<file path="src/rtl/owire_rst_seq.sv">
module owire_rst_seq #(
  parameter int CLK_PER_US  = 50,
  parameter int RST_LOW_US  = 480,
  parameter int FIRST_PU_US = 8,
  parameter int PRES_AT_US  = 72,
  parameter int IRQ_AT_US   = 240,
  parameter int LAST_PU_US  = 60,
  parameter int TAIL_US     = 2,
  parameter int WDOG_US     = 5000
) (
  input  logic clk,
  input  logic rst_n,
  input  logic start,
  input  logic sense_in,
  output logic drive,
  output logic dpu_n,
  output logic done,
  output logic presence,
  output logic short_flag
);

  localparam int LOW_C  = RST_LOW_US  * CLK_PER_US;
  localparam int PU1_C  = FIRST_PU_US * CLK_PER_US;
  localparam int PRES_C = PRES_AT_US  * CLK_PER_US;
  localparam int IRQ_C  = IRQ_AT_US   * CLK_PER_US;
  localparam int PU2_C  = LAST_PU_US  * CLK_PER_US;
  localparam int TAIL_C = TAIL_US     * CLK_PER_US;
  localparam int WD_C   = WDOG_US     * CLK_PER_US;
  localparam int CW     = $clog2(WD_C + 1);

  typedef enum logic [2:0] {
    S_IDLE, S_LOW, S_WAITHI, S_PU1, S_PRES, S_IRQ, S_PU2, S_TAIL
  } st_t;

  st_t           st;
  logic [1:0]    sync;
  logic [CW-1:0] cnt, wd;
  logic          pres_s;
  logic          bus_hi;

  assign bus_hi = sync[1];
  assign drive  = (st == S_LOW);
  assign dpu_n  = !(st == S_PU1 || st == S_PU2);

  always_ff @(posedge clk or negedge rst_n) begin
    if (!rst_n) begin
      st         <= S_IDLE;
      sync       <= 2'b00;
      cnt        <= '0;
      wd         <= '0;
      pres_s     <= 1'b0;
      done       <= 1'b0;
      presence   <= 1'b0;
      short_flag <= 1'b0;
    end else begin
      sync <= {sync[0], sense_in};
      done <= 1'b0;
      cnt  <= cnt + CW'(1);
      if (st != S_IDLE && wd != CW'(WD_C - 1)) wd <= wd + CW'(1);
      case (st)
        S_IDLE: if (start) begin
          st         <= S_LOW;
          cnt        <= '0;
          wd         <= '0;
          pres_s     <= 1'b0;
          presence   <= 1'b0;
          short_flag <= 1'b0;
        end
        S_LOW: if (cnt == CW'(LOW_C - 1)) begin
          st  <= S_WAITHI;
          cnt <= '0;
        end
        S_WAITHI: if (bus_hi) begin
          st  <= S_PU1;
          cnt <= '0;
        end else if (wd == CW'(WD_C - 1)) begin
          st         <= S_IDLE;
          done       <= 1'b1;
          short_flag <= 1'b1;
          presence   <= 1'b0;
        end
        S_PU1: if (cnt == CW'(PU1_C - 1)) st <= S_PRES;
        S_PRES: if (cnt == CW'(PRES_C - 1)) begin
          pres_s <= !bus_hi;
          st     <= S_IRQ;
          cnt    <= '0;
        end
        S_IRQ: if (cnt == CW'(IRQ_C - 1)) begin
          st  <= bus_hi ? S_PU2 : S_WAITHI;
          cnt <= '0;
        end
        S_PU2: if (cnt == CW'(PU2_C - 1)) begin
          st  <= S_TAIL;
          cnt <= '0;
        end
        S_TAIL: if (cnt == CW'(TAIL_C - 1)) begin
          st       <= S_IDLE;
          done     <= 1'b1;
          presence <= pres_s;
        end
        default: st <= S_IDLE;
      endcase
    end
  end

  logic [CW-1:0] drv_run;
  always_ff @(posedge clk or negedge rst_n) begin
    if (!rst_n) drv_run <= '0;
    else        drv_run <= drive ? drv_run + CW'(1) : '0;
  end

  AST_DRIVE_WIDTH: assert property (@(posedge clk) disable iff (!rst_n)
    $fell(drive) |-> drv_run == CW'(LOW_C));
  AST_PU_AFTER_HIGH: assert property (@(posedge clk) disable iff (!rst_n)
    $fell(dpu_n) |-> $past(bus_hi));
  AST_DONE_SINGLE: assert property (@(posedge clk) disable iff (!rst_n)
    done |=> !done);
  AST_QUIET_AT_DONE: assert property (@(posedge clk) disable iff (!rst_n)
    done |-> (!drive && dpu_n));
  AST_SHORT_NO_PRES: assert property (@(posedge clk) disable iff (!rst_n)
    short_flag |-> !presence);
  AST_START_FROM_IDLE: assert property (@(posedge clk) disable iff (!rst_n)
    $rose(drive) |-> $past(st == S_IDLE));

endmodule

</file>
<file path="config.mk">
export PLATFORM = sky130hd
export DESIGN_NAME = owire_rst_seq
export DESIGN_NICKNAME = d
export VERILOG_FILES = /design/src/rtl/owire_rst_seq.sv
export SDC_FILE = /design/constraint.sdc
export NUM_CORES = 1
export LEC_CHECK = 0
export BUFFER_PORTS_ARGS = -buffer_cell sky130_fd_sc_hd__buf_2
export CORE_MARGIN = 2
export CORE_UTILIZATION = 35
export CTS_BUF_LIST = sky130_fd_sc_hd__clkbuf_2 sky130_fd_sc_hd__clkbuf_4 sky130_fd_sc_hd__clkbuf_8
export DETAILED_ROUTE_END_ITERATION = 10
export HOLD_SLACK_MARGIN = 0.03
export SETUP_SLACK_MARGIN = 0.1
export SYNTH_ARGS = -nofsm -noshare
export SYNTH_HDL_FRONTEND = slang
export SYNTH_SLANG_ARGS = --single-unit
</file>
<file path="constraint.sdc">
create_clock -name clk -period 4.3 [get_ports clk]
set_clock_uncertainty 0.05 [all_clocks]
set_input_delay 0.86 -clock clk [delete_from_list [all_inputs] [get_ports clk]]
set_output_delay 0.86 -clock clk [all_outputs]
set_load 0.05 [all_outputs]
</file>
==> out/results.tsv, run 1 <==
metric	value	unit
synthTopCellsByCount	dfrtp_1 (45), nor2_1 (39), nand2_1 (24)	
cp.arrival	1.71	ns
io_pins	9	
p_switching	0.0001578	W
vdd_ir_drop_max	0.0001227	V
yosysMostFrequentCell	dfrtp_1	
drcViolationCount	0	
p_leak	1.116	nW
ys.flop_type	dfrtp_1	
grt_pass1_wl	8.542	mm
clk_latency	0.30	ns
antenna_cells	0	
finalNetCount	276	
r2r_start	cnt[13]$_DFF_PN0_	
maxSlewHeadroom	32.75	%
gr-usage-met2	20.30	%
utilization	39.73	%
finalSetupViolations	0	
grt_max_degree	46	
share_comb_of_total_power	1.2	%
post-synth-top-area-fraction	45.05	%
wl_per_cell	13.22	um
ctsLongestPathBuffers	2	
hpwl	3.311	mm
synth_edf_count	0	
synth_cell_type_count	43	
syn_avg_cell_area	9.363	um2
cts_tree	yes	
fp.coreArea	0.006869	mm2
postCtsSetupRepairBufs	0	
via_count	1880	
post-route-period-util	60.92	%
finalWirelength	4.850	mm
r2r_slack	1.99	ns
drive_gt1_share	11.44	%
syn-num-nets	273	
htreeDepth	2	
routabilityCongestion	0.8372	
syn_inst	267	
initial_utilization	36.39	%
clock_power_share	46.6	%
synth_top_area_cell	dfrtp_1	
numPortBuffers	8	
grt.met1_usage	19.76	%
min_path_type	flip-flop to flip-flop	
cap_viol_max_count	0	
design.die.area	0.007835	mm2
internal-power	0.0006556	W
async_flop_share	100.0	%
met3_usage	2.985	%
fp.dieH	88.52	um
drtIter0Drc	179	
grt_pass1_vias	1805	
netSwitchingFraction	19.40	%
finalMaxSlewViolations	0	
dpl_worst_slack	1.994	ns
min_to	sync[1]$_DFF_PN0_	
crit_required	3.39	ns
power_density	298.1	mW/mm2
synthTopCellsByArea	dfrtp_1 (45%), nor2_1 (5.9%), xnor2_1 (5.6%), xor2_1 (5.3%), nand2_1 (3.6%)	
ctsRootBufferMaster	clkbuf_8	
power	0.0008135	W
via_per_inst	5.123	
grt_use_total	13.74	%
syn-cell-area	0.002500	mm2
rsz0062_at_grt	no	
antenna_left	0	
n_fill_cell	676	
drt-pass1-iter-count	4	
fmax	0.3817	GHz
yosys_register_bits	45	
pwr-share-seq	52.2	%
antenna_found_initial	0	
min_from	sync[0]$_DFF_PN0_	
rows	30	
yosysWarnings	0	
final-hold-violation-count	0	
fin_cells	367	
endpoint_kind	primary output	
ff2ff_path_depth	6	
worstSetupPathType	flip-flop to primary output	
cts.sink_count	45	
tns	0	ns
dieWidth	88.52	um
outcome	complete, no violations	
cts.repair.resized	0	
cts_hold_buf	0	
clkTransAtPathRegs	0.08	ns
min_delay_path_depth	0	
ys_seq_area_share	45.05	%
cp_max_fo	18	
cts_buffers	5	
worst_pin_slew	1.009	ns
period_needed	2.620	ns
worstSetupStartpointType	flip-flop	
setup_slack	1.680	ns
r2r_end	st[2]$_DFFE_PN0P_	
dp_cells	359	
busiest_layer	met2	
area_growth	9.159	%
grt_overflow	0	
## registers in the layout, summed over array words and instances (netlist names)
name	flops
cnt	18
wd	18
st	3
sync	2
done	1
pres_s	1
presence	1
short_flag	1
## routing by layer
metal  wire length, um  up-vias
li1                  -      936
met1              2469      900
met2              2120       34
met3               149       10
met4               110        0
met5                 0        -
## through the flow
step	hold WS (ns)	cell area, um2
finish	0.3102	2729
detailed placement	0.2918	2595
global route	0.3236	2729
floorplan	0.2812	2500
CTS	0.3167	2729
global placement	0.2832	2595
## power groups by stage
stage,registers (W),clock network [W],logic (W)
floorplan,0.000433,0,0.0000000627
global placement,0.000433,0,0.0000104
detailed placement,0.000433,0,0.0000106
CTS,0.000424,0.000390,0.0000107
global route,0.000425,0.000405,0.0000117
finish,0.000424,0.000379,0.00000963
## worst max path at each step
stage               slack, ns  cells past startpoint              start                 to
floorplan                2.02                      3  st[0]$_DFFE_PN0P_              drive
global route             1.58                      3  st[0]$_DFFE_PN0P_              drive
global placement         2.00                      6  cnt[13]$_DFF_PN0_  st[2]$_DFFE_PN0P_
CTS                      1.69                      3  st[0]$_DFFE_PN0P_              drive
detailed placement       1.99                      6              start   cnt[6]$_DFF_PN0_
finish                   1.68                      3  st[0]$_DFFE_PN0P_              drive
## kinds of logic after synthesis
logic type | after synthesis | share of synthesized area (%)
and+or+nand+nor | 147 | 32.23
muxes | 2 | 0.8008
DFF | 45 | 45.05
xor gates and xnor gates | 31 | 10.86
buffers and inverters | 17 | 3.353
adders and majority gates | 2 | 1.001
AOI/OAI and AO/OA | 23 | 6.707
## layout by cell type (no fill, tap or decap), types with 7 or more instances in the layout
cell     count
and3_1       8
nand3_1     13
nor2_2      10
nand2_1     24
xor2_1      15
dfrtp_1     45
o21ai_0      7
nor2_1      39
nor3_1      13
nand4_1     11
xnor2_1     16
buf_2        8
## final cells by class
| cell class | count | area (um2) | share of cell area [%] |
|---|---|---|---|
| Inverter | 5 | 18.77 | 0.6878 |
| Clock buffer | 5 | 68.82 | 2.522 |
| Timing Repair Buffer | 8 | 40.04 | 1.467 |
| Clock inverter | 3 | 65.06 | 2.384 |
| Sequential cell | 45 | 1126 | 41.27 |
| Multi-Input combinational cell | 205 | 1290 | 47.27 |
| Tap cell | 96 | 120.1 | 4.402 |
## critical path, cell delays in order, from the launching register on
cell	delay, ns
dfrtp_1	0.69
nand2b_1	0.17
nor2_1	0.24
buf_2	0.31
(Power assumes the default switching activity.)
==> run 2: changes to the inputs <==
==> constraint.sdc (replaced) <==
create_clock -name clk -period 2.4 [get_ports clk]
set_clock_uncertainty 0.05 [all_clocks]
set_input_delay 0.48 -clock clk [delete_from_list [all_inputs] [get_ports clk]]
set_output_delay 0.48 -clock clk [all_outputs]
set_load 0.05 [all_outputs]
==> out/results.tsv, run 2 (synthesis gave the netlist of run 1 again) <==
metric	value	unit	change
dieWidth	88.52	um	unchanged
r2r_slack	0.23	ns	was 1.99 ns
worst-path-buf-inv	0		was 1
finalNetCount	286		was 276
final_common_cell	dfrtp_1		unchanged
final-hold-violation-count	0		unchanged
final_cell_mix	dfrtp_1 (45), nor2_1 (39), nand2_1 (24)		unchanged
drive_gt1_share	16.73	%	was 11.44%
crit_required	2.53	ns	was 3.39 ns
maxSlewHeadroom	61.09	%	was 32.75%
via_count	1940		was 1880
endpoint_kind	flip-flop		was primary output
worstSetupPathType	flip-flop to flip-flop		was flip-flop to primary output
ctsLongestPathBuffers	2		unchanged
post_dp_cell_area	0.002648	mm2	was 0.002595 mm2
antenna_cells	0		unchanged
cap_viol_max_count	0		unchanged
cp.arrival	2.30	ns	was 1.71 ns
finalMaxSlewViolations	0		unchanged
antenna_left	0		unchanged
htreeDepth	2		unchanged
fin_area	0.002867	mm2	was 0.002729 mm2
reg_top3	cnt x18, wd x18, st x3		unchanged
rsz0062_at_grt	no		unchanged
period_needed	2.174	ns	
routabilityCongestion	0.8297		was 0.8372
fp.dieH	88.52	um	unchanged
drtIter0Drc	170		was 179
worst_pin_slew	0.5836	ns	was 1.009 ns
r2r_start	cnt[6]$_DFF_PN0_		was cnt[13]$_DFF_PN0_
cts.sink_count	45		unchanged
cp_max_fo	6		was 18
hpwl	3.491	mm	was 3.311 mm
cts_tree	yes		unchanged
cp_top_family	compound AO/OA/AOI/OAI gates		was flip-flops
design.die.area	0.007835	mm2	unchanged
vdd_ir_drop_max	0.0002073	V	was 0.0001227 V
clk_latency	0.31	ns	was 0.30 ns
ctsRootBufferMaster	clkbuf_8		unchanged
ff2ff_path_depth	6		unchanged
cpPeakStageDelay	0.45	ns	was 0.69 ns
cp_cell_sequence	nor4_4 -> nand2_1 -> o41ai_4 -> nand4_4 -> a2111oi_2 -> a21oi_1		was nand2b_1 -> nor2_1 -> buf_2
grt_max_degree	46		unchanged
tns	0	ns	unchanged
finalWirelength	5.140	mm	was 4.850 mm
via_per_inst	5.146		was 5.123
fmax	0.4601	GHz	
grt_use_total	14.69	%	was 13.74%
outcome	complete, no violations		unchanged
area_growth	14.66	%	was 9.159%
grt_pass1_wl	9.059	mm	was 8.542 mm
antenna_found_initial	0		unchanged
cp.depth	6		was 3
critPathSlowestCell	dfrtp_1		unchanged
min_path_type	input pin to asynchronous set/reset pin		was flip-flop to flip-flop
power_density	512.3	mW/mm2	was 298.1 mW/mm2
cts_buffers	5		unchanged
post-route-period-util	90.56	%	
r2r_end	st[2]$_DFFE_PN0P_		unchanged
p_leak	1.173	nW	was 1.116 nW
numPortBuffers	8		unchanged
fp.coreArea	0.006869	mm2	unchanged
drcViolationCount	0		unchanged
rows	30		unchanged
grt_pass1_vias	1895		was 1805
io_pins	9		unchanged
clkTransAtPathRegs	0.09	ns	was 0.08 ns
drt-pass1-iter-count	5		was 4
cts_hold_buf	0		unchanged
finalSetupViolations	0		unchanged
grt_overflow	0		unchanged
initial_utilization	36.39	%	unchanged
worstSetupStartpointType	flip-flop		unchanged
n_fill_cell	667		was 676
wl_per_cell	13.63	um	was 13.22 um
run 2: stage by stage:
stage	power (W)	hold slack [ns]	cells	worst slack, ns	util, %
floorplan	0.0007754	0.1344	267	0.1661	-
global placement	0.0007960	0.2879	366	0.1094	38.54
detailed placement	0.0007961	0.3004	366	0.004814	38.54
CTS	0.001480	0.2214	376	0.1697	40.97
global route	0.001515	0.2267	377	0.09802	41.73
finish	0.001469	0.1902	377	0.2265	41.73
run 2: final cells by class:
class	count	area [um2]	share of cell area, %
Clock buffer	5	68.82	2.401
Clock inverter	3	65.06	2.270
Inverter	5	18.77	0.6547
Multi-Input combinational cell	205	1340	46.75
Sequential cell	45	1126	39.28
Tap cell	96	120.1	4.190
Timing Repair Buffer	18	127.6	4.452
run 2: how the worst max path moves through the flow:
stage	startpoint	end
floorplan	st[0]$_DFFE_PN0P_	cnt[12]$_DFF_PN0_
global placement	cnt[0]$_DFF_PN0_	cnt[5]$_DFF_PN0_
detailed placement	cnt[0]$_DFF_PN0_	cnt[6]$_DFF_PN0_
CTS	cnt[0]$_DFF_PN0_	st[2]$_DFFE_PN0P_
global route	cnt[15]$_DFF_PN0_	st[2]$_DFFE_PN0P_
finish	cnt[6]$_DFF_PN0_	st[2]$_DFFE_PN0P_
run 2: report_power, final:
group	leakage [nW]	internal (W)	switching [W]	total [W]
registers	0.568	0.000759	0.00000150	0.000761
logic	0.537	0.00000291	0.0000158	0.0000187
clock network	0.0681	0.000414	0.000275	0.000689
total	1.17	0.00118	0.000293	0.00147
run 2: worst register-to-register path, delay by kind of cell, from the launching register on:
family	cells	cell delay, ns
AOI/OAI and AO/OA	3	0.78
and+or+nand+nor	3	0.76
DFF	1	0.45
run 2: metal layers:
metal	up-vias	routed length, um	global-route usage, %
met5	-	0	0
met4	0	87	5.372
met3	9	175	3.358
met2	34	2349	22.56
met1	940	2527	20.34
li1	957	-	-
run 2: timing repair:
action	in CTS	in global routing
pin swaps	1	2
resized for setup	1	9
endpoints found under the setup margin	20	6
setup buffers	2	1
==> run 3: changes to the inputs <==
--- a/config.mk
+++ b/config.mk
@@ -6,11 +6,14 @@
 export NUM_CORES = 1
 export LEC_CHECK = 0
 export BUFFER_PORTS_ARGS = -buffer_cell sky130_fd_sc_hd__buf_2
+export CELL_PAD_IN_SITES_DETAIL_PLACEMENT = 0
+export CELL_PAD_IN_SITES_GLOBAL_PLACEMENT = 1
 export CORE_MARGIN = 2
-export CORE_UTILIZATION = 35
+export CORE_UTILIZATION = 25
 export CTS_BUF_LIST = sky130_fd_sc_hd__clkbuf_2 sky130_fd_sc_hd__clkbuf_4 sky130_fd_sc_hd__clkbuf_8
 export DETAILED_ROUTE_END_ITERATION = 10
 export HOLD_SLACK_MARGIN = 0.03
+export PLACE_DENSITY_LB_ADDON = 0.1
 export SETUP_SLACK_MARGIN = 0.1
 export SYNTH_ARGS = -nofsm -noshare
 export SYNTH_HDL_FRONTEND = slang
==> out/results.tsv, run 3 (synthesis gave the netlist of run 1 again) <==
metric	value	unit	change
outcome	complete, no violations		unchanged
worstSetupPathType	flip-flop to primary output		was flip-flop to flip-flop
clkTransAtPathRegs	0.10	ns	was 0.09 ns
grt_max_degree	46		unchanged
power	0.001391	W	was 0.001469 W
worst-path-buf-inv	1		was 0
cp_max_fo	13		was 6
finalWirelength	6.120	mm	was 5.140 mm
fp.dieH	104.0	um	was 88.52 um
tns	0	ns	unchanged
cts.sink_count	45		unchanged
finalSetupViolations	0		unchanged
post-route-period-util	94.49	%	was 90.56%
cp.arrival	1.74	ns	was 2.30 ns
rows	36		was 30
area_growth	19.87	%	was 14.66%
power_density	464.3	mW/mm2	was 512.3 mW/mm2
numPortBuffers	8		unchanged
antenna_left	0		unchanged
initial_utilization	25.69	%	was 36.39%
drt-pass1-iter-count	6		was 5
final_common_cell	dfrtp_1		unchanged
htreeDepth	2		unchanged
n_fill_cell	1033		was 667
finalMaxSlewViolations	0		unchanged
crit_required	1.87	ns	was 2.53 ns
worstSetupStartpointType	flip-flop		unchanged
reg_top3	cnt x18, wd x18, st x3		unchanged
grt_pass1_wl	10.39	mm	was 9.059 mm
hpwl	4.335	mm	was 3.491 mm
rsz0062_at_grt	yes		was no
ctsLongestPathBuffers	2		unchanged
via_per_inst	4.517		was 5.146
period_needed	2.268	ns	was 2.174 ns
vdd_ir_drop_max	0.0002205	V	was 0.0002073 V
setup_slack	0.1323	ns	was 0.2265 ns
cts_buffers	5		unchanged
drcViolationCount	0		unchanged
cts_tree	yes		unchanged
endpoint_kind	primary output		was flip-flop
fmax	0.4410	GHz	was 0.4601 GHz
io_pins	9		unchanged
ctsRootBufferMaster	clkbuf_8		unchanged
routabilityCongestion	0.7997		was 0.8297
cap_viol_max_count	0		unchanged
worst_pin_slew	0.5158	ns	was 0.5836 ns
cp_cell_sequence	nand2b_1 -> nor2_1 -> buf_2		was nor4_4 -> nand2_1 -> o41ai_4 -> nand4_4 -> a2111oi_2 -> a21oi_1
clk_latency	0.31	ns	about the same
via_count	1915		was 1940
grt_overflow	0		unchanged
drtIter0Drc	71		was 170
wl_per_cell	14.43	um	was 13.63 um
fp.coreArea	0.009729	mm2	was 0.006869 mm2
antenna_found_initial	0		unchanged
critPathSlowestCell	dfrtp_1		unchanged
worst_hold_slack	0.08229	ns	was 0.1902 ns
antenna_cells	0		unchanged
maxSlewHeadroom	65.30	%	was 61.09%
min_path_type	input pin to asynchronous set/reset pin		unchanged
finalNetCount	296		was 286
design.die.area	0.01082	mm2	was 0.007835 mm2
drive_gt1_share	19.93	%	was 16.73%
p_leak	1.219	nW	was 1.173 nW
dieWidth	104.0	um	was 88.52 um
cpPeakStageDelay	0.55	ns	was 0.45 ns
grt_use_total	11.94	%	was 14.69%
final-hold-violation-count	0		unchanged
final_cell_mix	dfrtp_1 (45), nor2_1 (39), nand2_1 (24)		unchanged
dpl_worst_slack	0.1068	ns	was 0.004814 ns
grt_pass1_vias	1918		was 1895
cp_top_family	simple AND/OR/NAND/NOR gates		was compound AO/OA/AOI/OAI gates
run 3: cell count changes in the layout (fill, tap and decap cells not counted), sizes merged:
cell | previous run | this run
clkinvlp | 0 | 1
buf | 18 | 28
bufinv | 2 | 1
run 3: routing by layer:
metal | GRT usage (%) | routed length [um]
met1 | 17.78 | 3247
met2 | 17.43 | 2647
met4 | 3.185 | 74
met3 | 2.444 | 150
met5 | 0 | 0
run 3: final cells by class:
cell class                      instances  area (um2)  area share, %
Multi-Input combinational cell        205        1343          44.80
Sequential cell                        45        1126          37.58
Timing Repair Buffer                   28       227.7          7.599
Tap cell                              133       166.4          5.553
Clock buffer                            5       68.82          2.296
Clock inverter                          3       46.29          1.545
Inverter                                5       18.77         0.6263
run 3: power by group:
part	total, W	switching (W)	internal [W]
registers	0.000761	0.00000187	0.000759
logic	0.0000223	0.0000170	0.00000530
clock network	0.000608	0.000295	0.000312
total	0.00139	0.000314	0.00108
run 3: timing repair:
| item | 4_1_cts | 5_1_grt |
|---|---|---|
| setup buffers | 0 | 1 |
| pin swaps | 0 | 1 |
| resized for setup | 1 | 9 |
| setup endpoints to repair | 5 | 22 |
| hold buffers | 0 | 0 |
run 3: through the flow:
stage / utilization, % / cell area [um2] / std cells
floorplan: - / 2500 / 267
finish: 30.80 / 2997 / 424
global route: 30.80 / 2997 / 424
detailed placement: 29.00 / 2821 / 415
global placement: 29.00 / 2821 / 415
CTS: 30.23 / 2942 / 423
run 3: path summary, 6_finish.rpt:
path / slack [ns] / start / end / cells after the start
max: 0.13 / st[1]$_DFFE_PN0P_ / drive / 3
min reg2reg: 0.31 / sync[0]$_DFF_PN0_ / sync[1]$_DFF_PN0_ / 0
max in group asynchronous: 1.98 / rst_n / cnt[3]$_DFF_PN0_ / 2
min: 0.08 / rst_n / wd[16]$_DFF_PN0_ / 2
min in group clk: 0.23 / sense_in / sync[0]$_DFF_PN0_ / 1
max reg2reg: 0.24 / cnt[7]$_DFF_PN0_ / st[2]$_DFFE_PN0P_ / 7
run 3: worst reg2reg max path, delay by kind of cell, from the launching register on:
| family | cells | cell delay (ns) |
|---|---|---|
| DFF | 1 | 0.44 |
| buffers and inverters | 1 | 0.17 |
| and+or+nand+nor | 4 | 1.11 |
| AOI/OAI and AO/OA | 2 | 0.28 |
